==> src/rtl/baud_pkg.sv <==
package baud_pkg;

  localparam int BYTE_W    = 8;
  localparam int STRETCH_W = 8;
  localparam int MIN_DIV   = 3;
  localparam int OS_LOG    = 4;

  typedef struct packed {
    logic edge_s;
    logic mid_s;
    logic os_s;
  } baud_strobe_t;

endpackage

==> src/rtl/baud_range_sel.sv <==
module baud_range_sel #(
  parameter int DIV_W   = 16,
  parameter int DIV_MIN = 3,
  parameter int OS_LOG  = 4,
  parameter int SH_W    = 4,
  parameter bit REG_CFG = 1'b1
) (
  input  logic             clk,
  input  logic             rst,
  input  logic [DIV_W-1:0] div_raw,
  output logic [DIV_W-1:0] div_eff,
  output logic [SH_W-1:0]  os_shift
);

  localparam int MSB_W = $clog2(DIV_W);

  logic [MSB_W-1:0] top_bit;
  logic [DIV_W-1:0] clamp_c;
  logic [SH_W-1:0]  sh_c;

  always_comb begin
    top_bit = '0;
    for (int i = 0; i < DIV_W; i++) begin
      if (div_raw[i]) top_bit = MSB_W'(i);
    end
    if (top_bit > MSB_W'(OS_LOG)) sh_c = SH_W'(top_bit - MSB_W'(OS_LOG));
    else                          sh_c = '0;
    if (div_raw < DIV_W'(DIV_MIN)) clamp_c = DIV_W'(DIV_MIN);
    else                           clamp_c = div_raw;
  end

  generate
    if (REG_CFG) begin : g_reg
      always_ff @(posedge clk) begin
        if (rst) begin
          div_eff  <= DIV_W'(DIV_MIN);
          os_shift <= '0;
        end else begin
          div_eff  <= clamp_c;
          os_shift <= sh_c;
        end
      end
    end else begin : g_comb
      assign div_eff  = clamp_c;
      assign os_shift = sh_c;
    end
  endgenerate

  AST_CLAMP_FLOOR: assert property (@(posedge clk) disable iff (rst)
    div_eff >= DIV_W'(DIV_MIN));

  AST_OS_RATIO: assert property (@(posedge clk) disable iff (rst)
    ((div_eff >> os_shift) <= DIV_W'(31)) &&
    ((os_shift == '0) || ((div_eff >> os_shift) >= DIV_W'(16))));

endmodule

==> src/rtl/baud_bit_timer.sv <==
module baud_bit_timer #(
  parameter int DIV_W = 16,
  parameter int MOD_W = 8
) (
  input  logic             clk,
  input  logic             rst,
  input  logic             start,
  input  logic [DIV_W-1:0] div_eff,
  input  logic [MOD_W-1:0] mod_pat,
  output logic             bit_edge,
  output logic             mid_pulse
);

  localparam int IDX_W = $clog2(MOD_W);
  localparam int LEN_W = DIV_W + 1;

  logic [LEN_W-1:0] cnt_q, cnt_d, cur_len, nxt_len;
  logic [IDX_W-1:0] idx_q, idx_d;
  logic             at_end, edge_d, mid_d;

  function automatic logic [LEN_W-1:0] period_of(input logic [DIV_W-1:0] d,
                                                  input logic stretch);
    return {1'b0, d} + {{DIV_W{1'b0}}, stretch};
  endfunction

  always_comb begin
    cur_len = period_of(div_eff, mod_pat[idx_q]);
    at_end  = (cnt_q >= cur_len - LEN_W'(1));
    if (start) begin
      cnt_d = '0;
      idx_d = '0;
    end else if (at_end) begin
      cnt_d = '0;
      idx_d = idx_q + IDX_W'(1);
    end else begin
      cnt_d = cnt_q + LEN_W'(1);
      idx_d = idx_q;
    end
    nxt_len = period_of(div_eff, mod_pat[idx_d]);
    edge_d  = (cnt_d >= nxt_len - LEN_W'(1));
    mid_d   = (cnt_d == (nxt_len >> 1));
  end

  always_ff @(posedge clk) begin
    if (rst) begin
      cnt_q     <= '0;
      idx_q     <= '0;
      bit_edge  <= 1'b0;
      mid_pulse <= 1'b0;
    end else begin
      cnt_q     <= cnt_d;
      idx_q     <= idx_d;
      bit_edge  <= edge_d;
      mid_pulse <= mid_d;
    end
  end

  AST_EDGE_SINGLE: assert property (@(posedge clk) disable iff (rst)
    bit_edge |=> !bit_edge);

  AST_MID_APART: assert property (@(posedge clk) disable iff (rst)
    !(bit_edge && mid_pulse));

  AST_IDX_STEP: assert property (@(posedge clk) disable iff (rst || start)
    bit_edge |=> (idx_q == IDX_W'($past(idx_q) + IDX_W'(1))));

  AST_START_ALIGN: assert property (@(posedge clk) disable iff (rst)
    start |=> (cnt_q == '0 && idx_q == '0));

endmodule

==> src/rtl/baud_os_tick.sv <==
module baud_os_tick #(
  parameter int MAX_SH = 11,
  parameter int SH_W   = 4
) (
  input  logic            clk,
  input  logic            rst,
  input  logic            start,
  input  logic [SH_W-1:0] os_shift,
  output logic            os_en
);

  logic [MAX_SH-1:0] pc_q, pc_d, mask;
  logic              os_d;

  always_comb begin
    mask = MAX_SH'((32'd1 << os_shift) - 32'd1);
    pc_d = start ? '0 : pc_q + MAX_SH'(1);
    os_d = ((pc_d & mask) == mask);
  end

  always_ff @(posedge clk) begin
    if (rst) begin
      pc_q  <= '0;
      os_en <= (mask == '0);
    end else begin
      pc_q  <= pc_d;
      os_en <= os_d;
    end
  end

  AST_OS_FULLRATE: assert property (@(posedge clk) disable iff (rst)
    ($past(os_shift) == '0) |-> os_en);

  AST_OS_START_GAP: assert property (@(posedge clk) disable iff (rst)
    (start && os_shift != '0) |=> !os_en);

endmodule

==> src/rtl/baud_frac_gen.sv <==
module baud_frac_gen
  import baud_pkg::*;
#(
  parameter int BYTE_W  = baud_pkg::BYTE_W,
  parameter int MOD_W   = baud_pkg::STRETCH_W,
  parameter int DIV_MIN = baud_pkg::MIN_DIV,
  parameter int OS_LOW  = baud_pkg::OS_LOG,
  parameter bit REG_CFG = 1'b1
) (
  input  logic              clk,
  input  logic              rst,
  input  logic              start,
  input  logic [BYTE_W-1:0] div_hi,
  input  logic [BYTE_W-1:0] div_lo,
  input  logic [MOD_W-1:0]  mod_pat,
  output logic              bit_edge,
  output logic              mid_sample,
  output logic              os_en
);

  localparam int DIV_W  = 2 * BYTE_W;
  localparam int MAX_SH = DIV_W - 1 - OS_LOW;
  localparam int SH_W   = $clog2(MAX_SH + 1);

  logic [DIV_W-1:0] div_raw, div_eff;
  logic [SH_W-1:0]  os_shift;
  logic [MOD_W-1:0] mod_q;
  baud_strobe_t     strb;

  assign div_raw = {div_hi, div_lo};

  generate
    if (REG_CFG) begin : g_mod_reg
      always_ff @(posedge clk) begin
        if (rst) mod_q <= '0;
        else     mod_q <= mod_pat;
      end
    end else begin : g_mod_comb
      assign mod_q = mod_pat;
    end
  endgenerate

  baud_range_sel #(
    .DIV_W  (DIV_W),
    .DIV_MIN(DIV_MIN),
    .OS_LOG (OS_LOW),
    .SH_W   (SH_W),
    .REG_CFG(REG_CFG)
  ) u_range (
    .clk     (clk),
    .rst     (rst),
    .div_raw (div_raw),
    .div_eff (div_eff),
    .os_shift(os_shift)
  );

  baud_bit_timer #(
    .DIV_W(DIV_W),
    .MOD_W(MOD_W)
  ) u_timer (
    .clk      (clk),
    .rst      (rst),
    .start    (start),
    .div_eff  (div_eff),
    .mod_pat  (mod_q),
    .bit_edge (strb.edge_s),
    .mid_pulse(strb.mid_s)
  );

  baud_os_tick #(
    .MAX_SH(MAX_SH),
    .SH_W  (SH_W)
  ) u_os (
    .clk     (clk),
    .rst     (rst),
    .start   (start),
    .os_shift(os_shift),
    .os_en   (strb.os_s)
  );

  assign bit_edge   = strb.edge_s;
  assign mid_sample = strb.mid_s;
  assign os_en      = strb.os_s;

  AST_STROBE_EXCL: assert property (@(posedge clk) disable iff (rst)
    mid_sample |-> !bit_edge);

endmodule

==> config.mk <==
export PLATFORM = sky130hd
export DESIGN_NAME = baud_frac_gen
export DESIGN_NICKNAME = d
export VERILOG_FILES = /design/src/rtl/baud_pkg.sv /design/src/rtl/baud_range_sel.sv /design/src/rtl/baud_bit_timer.sv /design/src/rtl/baud_os_tick.sv /design/src/rtl/baud_frac_gen.sv
export SDC_FILE = /design/constraint.sdc
export NUM_CORES = 1
export LEC_CHECK = 0
export BUFFER_PORTS_ARGS = -buffer_cell sky130_fd_sc_hd__buf_2
export CORE_ASPECT_RATIO = 0.6
export CORE_MARGIN = 5
export CORE_UTILIZATION = 44
export CTS_BUF_LIST = sky130_fd_sc_hd__clkbuf_8
export DETAILED_ROUTE_END_ITERATION = 10
export GPL_TIMING_DRIVEN = 0
export HOLD_SLACK_MARGIN = 0.06
export SLEW_MARGIN = 20
export SYNTH_ARGS = -nofsm -noshare
export SYNTH_HDL_FRONTEND = slang
export SYNTH_SLANG_ARGS = --single-unit
export TNS_END_PERCENT = 1
==> constraint.sdc <==
create_clock -name clk -period 21.6 [get_ports clk]
set_clock_uncertainty 0.15 [all_clocks]
set_input_delay 2.16 -clock clk [delete_from_list [all_inputs] [get_ports clk]]
set_output_delay 2.16 -clock clk [all_outputs]
set_load 0.02 [all_outputs]
==> metrics, run 1 <==
global placer's final weighted congestion=0.883; top_reg_cell synth=dfxtp_1; Adder-Cell Fraction of Synth Area=roughly 11%; DR vias=~4.4k; Seq/Total Area, Yosys=approximately 25%; Core ar.=between 10000 and 15000 sq um; cts repair resizes=0; Fin Hold WS=334 ps; vias in the first global route=4183; Cells after Synth=between 600 and 700; Leak=~0.0022 uW; antenna violations before repair=0; synthesized area=just under 5000 sq um; Post-synth EDFFs=0; CTS clk-pin slew, worst paths=80 ps; Yosys reg bits=62; mux share of post-synthesis cell area=roughly 1.8%; Synth Area in Simple Gates=28.3%; Layout area overhead=10.9%; count leader, synth=nor2_1; main combinational cell family by area after synthesis=simple AND/OR/NAND/NOR gates; Finished Layout Cells=794; PD cells=slightly above 50 nW/um^2; Final period util=44.0%; RSZ-0062 raised after global routing=false; share of cells above drive strength 1=12.9%; Seq. cell area=1240 sq um; DR vias/cell=around 5.6; count of final setup violators=0; DRT Pass-1 Iters=5; IO Port Bufs=29; DR WL/cell=16.8 microns; status=finished clean; grt ovf=0; First DRT Iteration DRCs=423; Clock Latency Late Sink=approximately 350 ps; WL final=13400 microns; fin crit period=9510 ps; Async S/R FF share, synth=0%; Rows=30; Synth Area in Compound Gates=13.6%; Crit path required time=roughly 22000 ps; post-synth top area cell=dfxtp_1; CTS buffer count=9; critical path's slowest cell=mux4_2; area of the multi-input gates=3490 sq um; die area=13600 sq um; Mean Syn Cell Area=between 8 and 9 sq um; Die Ht=92.2 microns; Die Wd=147 microns; Hold WC Path Type=register to register; CP Capture Type=register; yosys warns=0; Setup TNS=0 ps; CTS tree=built; gr usage total=20.0%; Final Net Count=717; family with the most delay on the worst path=simple AND/OR/NAND/NOR gates; Inst Count DP=778; Initial Util=44.5%; FILL cells=1074; Worst-Margin Slew=approximately 750 ps; area share of the largest cell type after synthesis=between 20 and 30%; Post-Synth XOR/XNOR Area=~15%; Startpoint Class=register; critical path peak fanout=10; first-pass GRT wire length=21700 microns; cts-stage hold buffer count=0; Max-slew headroom=49.4%; critical path buffer and inverter count=3; clock sink count=62; reg-to-reg slack, setup=12090 ps; number of diodes=0; Final Hold Fails=0; largest stage delay on the critical path=560 ps; largest net degree at the start of global routing=11; peak supply drop=0.0261 mV; Synth Net Count=677; leading cell types by count after synthesis=68 x nor2_1, 62 x dfxtp_1, 48 x xnor2_1; hpwl dp=10800 microns; max_cap viols=0; root buf cell=clkbuf_8; post-CTS setup buffers=0; Max Fclk=0.105 GHz; Max clock buf depth=2; max-slew violations=0; post-synthesis cell type count=71; H-tree depth=3; DRC=0; most used cell, CP=ha_1; antenna-violating nets left=0; io pins=30; crit path kind=register to register; Synth area leaders=dfxtp_1 25%, ha_1 11%, xnor2_1 8.5%; CP arrival=about 9600 ps
==> cells by family (layout without fill, tap and decap cells) <==
kind of cell | Yosys count | count (layout)
AO/OA/AOI/OAI | 102 | 102
XOR/XNOR | 84 | 84
adder cells (fa/ha/maj) | 45 | 45
buffers and inverters | 47 | 92
flip-flops | 62 | 62
multiplexers | 6 | 6
AND/OR/NAND/NOR | 259 | 259
==> placed cells by master (no fill, tap or decap), types with 5 or more instances in the layout <==
master / instances
a211oi_1: 6
a31oi_1: 7
xor2_1: 33
clkbuf_1: 10
o21ai_0: 18
and2_1: 10
nand2b_1: 5
nor2_1: 68
and3_1: 10
buf_2: 35
xnor2_1: 48
inv_1: 23
a21o_1: 9
nor4_1: 7
nand4_1: 12
or4_1: 5
clkbuf_8: 11
ha_1: 45
dfxtp_1: 62
nor3_1: 30
a21oi_1: 24
nand2_1: 39
nor2b_1: 13
nand3_1: 34
o21bai_1: 5
==> flip-flops by register name, indices dropped and copies added (netlist names) <==
| register | cells |
|---|---|
| u_timer.cnt_q | 17 |
| u_range.div_eff | 16 |
| u_os.pc_q | 11 |
| mod_q | 8 |
| u_range.os_shift | 4 |
| u_timer.idx_q | 3 |
| u_os.os_en | 1 |
| u_timer.bit_edge | 1 |
| u_timer.mid_pulse | 1 |
==> worst paths after layout <==
kind              cells past startpoint          endpoint              from
hold / removal                        1      u_os.pc_q[0]      u_os.pc_q[0]
setup / recovery                     35  u_timer.bit_edge  u_timer.idx_q[0]
hold reg to reg                       1      u_os.pc_q[0]      u_os.pc_q[0]
setup reg to reg                     35  u_timer.bit_edge  u_timer.idx_q[0]
==> area by class of cell <==
class                   instances  share of cell area (%)
clock buffers                  10                    2.50
flip-flops and latches         62                    22.6
well taps                     144                    3.28
inverters                      21                    1.43
repair buffers                 29                    2.64
plain buffers                  26                    2.71
clock inverters                 6                    1.41
multi-input cells             496                    63.5
==> stage by stage <==
step / setup WS (ps) / power, uW / utilization (%) / area, sq um
floorplan: 13530 / 157 / - / 4960
global placement: 12270 / 170 / 47.4 / 5280
detailed placement: 12200 / 171 / 47.4 / 5280
CTS: 12160 / 284 / 49.3 / 5500
global route: 11380 / 296 / 49.3 / 5500
finish: 12090 / 284 / 49.3 / 5500
==> layer usage <==
metal  vias to the layer above  share of wire [%]  GRT usage, %
li1                       2242                  -             -
met2                       129                 38          27.3
met1                      2032                 55          31.9
met4                         0               0.68          3.80
met5                         -                  0             0
met3                         8                6.6          3.60
==> where the power goes <==
group / total (uW) / internal, uW / switching (uW)
Combinational: 48.5 / 19.4 / 29.1
Clock: 114 / 66.9 / 47.5
Sequential: 121 / 118 / 3.23
No activity file was read; power rests on OpenSTA's default activity.
==> inputs of run 2 (changes only) <==
--- a/config.mk
+++ b/config.mk
@@ -5,6 +5,7 @@
 export SDC_FILE = /design/constraint.sdc
 export NUM_CORES = 1
 export LEC_CHECK = 0
+export ABC_AREA = 1
 export BUFFER_PORTS_ARGS = -buffer_cell sky130_fd_sc_hd__buf_2
 export CORE_ASPECT_RATIO = 0.6
 export CORE_MARGIN = 5
==> constraint.sdc (replaced) <==
create_clock -name clk -period 9.35 [get_ports clk]
set_clock_uncertainty 0.15 [all_clocks]
set_input_delay 0.935 -clock clk [delete_from_list [all_inputs] [get_ports clk]]
set_output_delay 0.935 -clock clk [all_outputs]
set_load 0.02 [all_outputs]
==> run 2 against run 1 <==
Compared with the run above: synthesized cell count up 35%; die area rose by 2.3%; hold slack improved by 24 ps; register-to-register slack lost 11000 ps; via count rose by 14%; critical path depth is 9 higher; sequential power grew 130%; non-clock buffer count decreased by 16; sequential cell count did not move; final cell count increased by 29%.
==> metrics, run 2 <==
Worst-Margin Slew=581 ps (-172 ps); Final period util=90.5% (+47 points); yosys warns=0 (unchanged); Core ar.=11300 sq um (+1.3%); Synth area leaders=dfxtp_1 24%, nand2_1 14%, nor2_1 12%; post-synth top area cell=dfxtp_1; crit path kind=register to register; global placer's final weighted congestion=0.912 (+3.2%); DR vias=5007 (+14%); CP Capture Type=register; RSZ-0062 raised after global routing=false; Hold WC Path Type=register to register; H-tree depth=3 (unchanged); Layout area overhead=11.2%; count of final setup violators=0 (unchanged); Total Power=663 uW (+130%); routing usage on met3=4.50% (+0.90 points); io pins=30 (unchanged); commonest non-fill, non-tap cell in the layout=nand2_1; Synth Net Count=889 (+31%); PD cells=117 nW/um^2 (+130%); most used cell, CP=nand2_1; Startpoint Class=register; max FFs per register=17 (unchanged); clock sink count=62 (unchanged); count leader, synth=nand2_1; top_reg_cell synth=dfxtp_1; Crit path required time=9460 ps (-12240 ps); DR WL/cell=13.8 microns (-18%); Seq. cell area=1240 sq um (unchanged); Post-synth EDFFs=0 (unchanged); Max clock buf depth=2 (unchanged); Die Ht=93.3 microns (+1.1%); largest stage delay on the critical path=490 ps (-70 ps); area of the multi-input gates=3310 sq um (-5.2%); DRC=0 (unchanged); synthesized area=5080 sq um (+2.5%); vias in the first global route=4633 (+11%); Die Wd=149 microns (+1.2%); antenna-violating nets left=0 (unchanged); post-layout util=50.0% (+0.72 points); die area=13900 sq um (+2.3%); hpwl dp=12000 microns (+10%); Final Hold Fails=0 (unchanged); IO Port Bufs=28 (-3.4%); leading cell types by count after synthesis=193 x nand2_1, 157 x nor2_1, 129 x inv_1; critical path's slowest cell=dfxtp_1; critical path peak fanout=8 (-2); max_cap viols=0 (unchanged); max-slew violations=0 (unchanged); Clock Latency Late Sink=360 ps (about the same); First DRT Iteration DRCs=464 (+9.7%); post-synthesis cell type count=38 (-46%); gr usage total=21.5% (+1.5 points); number of diodes=0 (unchanged); Mean Syn Cell Area=6.22 sq um (-24%); root buf cell=clkbuf_8; fin crit period=8460 ps (-1040 ps); grt ovf=0 (unchanged); Max Fclk=0.118 GHz (+12%); CTS clk-pin slew, worst paths=80 ps (about the same); Initial Util=45.0% (+0.53 points); post-CTS setup buffers=0 (unchanged); antenna violations before repair=0 (unchanged); Yosys reg bits=62 (unchanged); Cells after Synth=817 (+35%); first-pass GRT wire length=23400 microns (+8.0%); area share of the largest cell type after synthesis=24.4% (-0.62 points); Max-slew headroom=61.3% (+12 points); cts repair resizes=0 (unchanged); Seq/Total Area, Yosys=24.4% (-0.62 points); largest net degree at the start of global routing=14 (+3); Async S/R FF share, synth=0% (unchanged); CP arrival=8570 ps (-1030 ps); WL final=14100 microns (+5.6%); Top Registers=u_timer.cnt_q x17, u_range.div_eff x16, u_os.pc_q x11; share of cells above drive strength 1=8.01% (-4.9 points); Largest Register=u_timer.cnt_q; met2 global-route usage=28.7% (+1.3 points); Leak=0.00284 uW (+28%); DR vias/cell=4.90 (-12%); CTS tree=built; peak supply drop=0.0587 mV (+130%); leading cell types in the layout, fill and taps excluded=193 x nand2_1, 157 x nor2_1, 129 x inv_1; met1 Usage GRT=34.8% (+2.9 points); FILL cells=1216 (+13%); Setup TNS=0 ps (unchanged); CTS buffer count=9 (unchanged); layer with the highest usage=met1; DRT Pass-1 Iters=5 (unchanged); cts-stage hold buffer count=0 (unchanged); Rows=30 (unchanged); status=finished clean; Final Net Count=928 (+29%)
## run 2: changes by cell type in the layout (fill, tap and decap cells not counted), moves of 6 or more
cell,delta
nand3_1,+11
and2_1,-10
nor2_1,+89
a21o_1,-6
buf_2,-6
nand2_1,+154
a31oi_1,-7
nor2b_1,-13
nor4_1,-6
xnor2_1,-42
and3_1,-10
inv_1,+106
nor3_1,-11
nand4_1,+9
## run 2: layout make-up
class / instances / share of cell area [%]
repair buffers: 28 / 2.48
clock inverters: 7 / 1.86
plain buffers: 11 / 0.752
well taps: 160 / 3.54
flip-flops and latches: 62 / 22.0
multi-input cells: 613 / 58.5
clock buffers: 9 / 2.19
inverters: 131 / 8.70
## run 2: final timing paths
kind / start / endpoint / slack, ps / cells past startpoint
hold / removal: u_os.pc_q[0] / u_os.pc_q[0] / 360 / 1
setup / recovery: u_timer.idx_q[0] / u_timer.bit_edge / 890 / 44
hold reg to reg: u_os.pc_q[0] / u_os.pc_q[0] / 360 / 1
setup reg to reg: u_timer.idx_q[0] / u_timer.bit_edge / 890 / 44
## run 2: kinds of logic (layout without fill, tap and decap cells)
family | count (synthesis) | count (layout) | share of synthesized area (%)
compound gates | 60 | 60 | 6.69
xor+xnor | 46 | 46 | 8.22
fa+ha+maj | 45 | 45 | 11.1
buf+inv | 142 | 186 | 10.5
flops | 62 | 62 | 24.4
mux | 1 | 1 | 0.197
simple gates | 461 | 461 | 38.9
## run 2: stage by stage
| step | instance area (sq um) | cells | hold slack [ps] | setup WS, ps |
|---|---|---|---|---|
| finish | 5650 | 1021 | 359 | 887 |
| global route | 5650 | 1021 | 385 | 39.2 |
| CTS | 5650 | 1021 | 360 | 827 |
| detailed placement | 5430 | 1005 | 346 | 867 |
| global placement | 5430 | 1005 | 335 | 934 |
| floorplan | 5080 | 817 | 300 | 2880 |
## run 2: routing by layer
metal | wire length (microns) | vias to the layer above
met5 | 0 | -
met4 | 107 | 0
met3 | 1010 | 14
met2 | 5100 | 141
met1 | 7910 | 2207
li1 | - | 2645
## run 2: worst max-delay path: cells and delay by family, from the launching register on
family,cells,cell delay (ps)
and+or+nand+nor,26,4150
adders and majority gates,6,1430
AOI/OAI and AO/OA,7,1330
xor gates and xnor gates,2,520
DFF,1,490
buffers and inverters,3,280
## run 2: where the power goes
group          total [uW]  internal (uW)  switching [uW]  leakage [uW]
Combinational         107           37.0            69.5       0.00222
Clock                 277            154             123      0.000112
Sequential            280            271            8.09      0.000508
Total                 663            462             200       0.00284
==> inputs of run 3 (changes only) <==
--- a/config.mk
+++ b/config.mk
@@ -5,12 +5,13 @@
 export SDC_FILE = /design/constraint.sdc
 export NUM_CORES = 1
 export LEC_CHECK = 0
-export ABC_AREA = 1
+export ABC_AREA = 0
 export BUFFER_PORTS_ARGS = -buffer_cell sky130_fd_sc_hd__buf_2
 export CORE_ASPECT_RATIO = 0.6
 export CORE_MARGIN = 5
 export CORE_UTILIZATION = 44
 export CTS_BUF_LIST = sky130_fd_sc_hd__clkbuf_8
+export CTS_CLUSTER_SIZE = 28
 export DETAILED_ROUTE_END_ITERATION = 10
 export GPL_TIMING_DRIVEN = 0
 export HOLD_SLACK_MARGIN = 0.06
==> run 3 against run 2 <==
Compared with the run above: sequential cell count is the same; die area is 2.3% lower; sequential share of layout area up 0.38 points; global-route usage is 1.5 points lower; largest cell class unchanged; critical endpoint unchanged.
==> metrics, run 3 (same netlist as run 1, synthesis figures left out) <==
Layout area overhead=12.1%; Hold Path Stages=1 (unchanged); H-tree depth=3 (unchanged); Total Power=656 uW (-1.0%); count of final setup violators=0 (unchanged); Startpoint Class=register; antenna violations before repair=0 (unchanged); Fin Hold WS=333 ps (-25.5 ps); CP Capture Type=register; Final Net Count=718 (-23%); CP arrival=9010 ps (+440 ps); root buf cell=clkbuf_8; cell area after layout=5560 sq um (-1.7%); Final Hold Fails=0 (unchanged); Max-slew headroom=48.5% (-13 points); Leak=0.00224 uW (-21%); combinational share of power=17.4% (+1.3 points); io pins=30 (unchanged); DRC=0 (unchanged); CTS buffer count=9 (unchanged); global placer's final weighted congestion=0.883 (-3.1%); Min-Delay Endpoint=u_os.pc_q[0]; worst r2r src=u_timer.idx_q[0]; reg-to-reg slack, setup=440 ps (-450 ps); Die Wd=147 microns (-1.2%); Rows=30 (unchanged); Initial Util=44.5% (-0.53 points); Die Ht=92.2 microns (-1.1%); path depth of the worst reg2reg path=37 (-16%); Internal=472 uW (+2.0%); DRT Pass-1 Iters=5 (unchanged); leading cell types in the layout, fill and taps excluded=67 x nor2_1, 62 x dfxtp_1, 48 x xnor2_1; critical path's slowest cell=or4_1; Area after DPL=5280 sq um (-2.6%); met1 Usage GRT=32.0% (-2.9 points); first-pass GRT wire length=21800 microns (-7.0%); Crit path required time=9440 ps (-20 ps); gr usage total=20.0% (-1.5 points); Core ar.=11100 sq um (-1.3%); hpwl dp=10800 microns (-9.4%); status=finished clean; CTS tree=built; Top Registers=u_timer.cnt_q x17, u_range.div_eff x16, u_os.pc_q x11; met2 global-route usage=27.5% (-1.1 points); Seq pwr share=42.6% (+0.4 points); worst flop-to-flop path endpoint=u_timer.bit_edge; WL final=13500 microns (-4.2%); sw frac=28.0% (-2.2 points); Hold WC Path Type=register to register; share of cells above drive strength 1=14.3% (+6.3 points); DR WL/cell=17.0 microns (+23%); post-layout util=49.9% (-0.19 points); Max clock buf depth=2 (unchanged); antenna-violating nets left=0 (unchanged); hold path start=u_os.pc_q[0]; switching pwr=184 uW (-8.1%); number of diodes=0 (unchanged); max-slew violations=0 (unchanged); Worst-Margin Slew=767 ps (+186 ps); Max Fclk=0.112 GHz (-5.1%); CTS clk-pin slew, worst paths=80 ps (about the same); Largest Register=u_timer.cnt_q; First DRT Iteration DRCs=385 (-17%); peak supply drop=0.0601 mV (+2.3%); layer with the highest usage=met1; clock sink count=62 (unchanged); DR vias/cell=5.62 (+15%); largest stage delay on the critical path=540 ps (+50 ps); commonest non-fill, non-tap cell in the layout=nor2_1; largest net degree at the start of global routing=11 (-3); IO Port Bufs=29 (+3.6%); fin crit period=8910 ps (+451 ps); PD cells=118 nW/um^2 (+0.68%); critical path peak fanout=10 (+2); Clock Latency Late Sink=340 ps (-20 ps); vias in the first global route=4196 (-9.4%); max FFs per register=17 (unchanged); clock share of power=40.0% (-1.7 points); most used cell, CP=ha_1; routing usage on met3=3.60% (-0.90 points); max_cap viols=0 (unchanged); Final period util=95.3% (+4.8 points); cts-stage hold buffer count=0 (unchanged); crit path kind=register to register; die area=13600 sq um (-2.3%); DR vias=4468 (-11%); FILL cells=1068 (-12%); grt ovf=0 (unchanged); Setup TNS=0 ps (unchanged)
[run 3: cell count changes in the layout (fill, tap and decap cells not counted), moves of 11 or more]
cell / change
xnor2_1: +42
inv_1: -106
nor2_1: -90
nand3_1: -11
nand2_1: -154
nor3_1: +11
nor2b_1: +13
[run 3: cell type report]
| class | count | area [sq um] | share of cell area [%] |
|---|---|---|---|
| clock buffers | 10 | 138 | 2.48 |
| multi-input cells | 496 | 3540 | 63.6 |
| flip-flops and latches | 62 | 1240 | 22.3 |
| plain buffers | 26 | 153 | 2.75 |
| inverters | 21 | 78.8 | 1.42 |
| repair buffers | 30 | 153 | 2.75 |
| clock inverters | 6 | 77.6 | 1.40 |
| well taps | 144 | 180 | 3.24 |
[run 3: power groups by stage]
stage	Sequential (uW)	Combinational [uW]	Clock (uW)
2_1_floorplan	283	79.1	0
3_3_place_gp	285	107	0
3_5_place_dp	285	111	0
4_1_cts	279	111	267
5_1_grt	280	127	280
6_report	279	114	262
[run 3: worst max-delay path by stage]
stage | startpoint | cells past startpoint | slack, ps | to
2_1_floorplan | u_timer.idx_q[0] | 35 | 1280 | u_timer.bit_edge
3_3_place_gp | u_timer.idx_q[0] | 35 | 20 | u_timer.bit_edge
3_5_place_dp | u_timer.idx_q[0] | 36 | -50 | u_timer.bit_edge
4_1_cts | u_timer.idx_q[0] | 36 | 80 | u_timer.bit_edge
5_1_grt | u_timer.idx_q[0] | 36 | -30 | u_timer.bit_edge
6_report | u_timer.idx_q[0] | 37 | 440 | u_timer.bit_edge
[run 3: per-stage QoR]
stage / worst slack [ps] / instances
2_1_floorplan: 1280 / 605
3_3_place_gp: 22.7 / 778
3_5_place_dp: -46.9 / 778
4_1_cts: 83.6 / 794
5_1_grt: -26.7 / 795
6_report: 436 / 795
[run 3: timing repair]
item                       4_1_cts  5_1_grt
resized for setup                2       13
buffers inserted                 0        1
setup endpoints to repair        1        1
pin swaps                        0        4
hold endpoints to repair         0        0
[run 3: critical path: cells and delay by family, from the launching register on]
family          cells  cell delay, ps
compound gates     11            2410
simple gates       11            2300
fa+ha+maj           6            1430
mux                 3            1020
xor+xnor            3             610
buf+inv             3             540
flops               1             330
[run 3: layer usage]
metal | vias up | routed length [microns]
li1 | 2251 | -
met1 | 2083 | 7550
met2 | 127 | 5230
met3 | 7 | 665
met4 | 0 | 89
met5 | - | 0
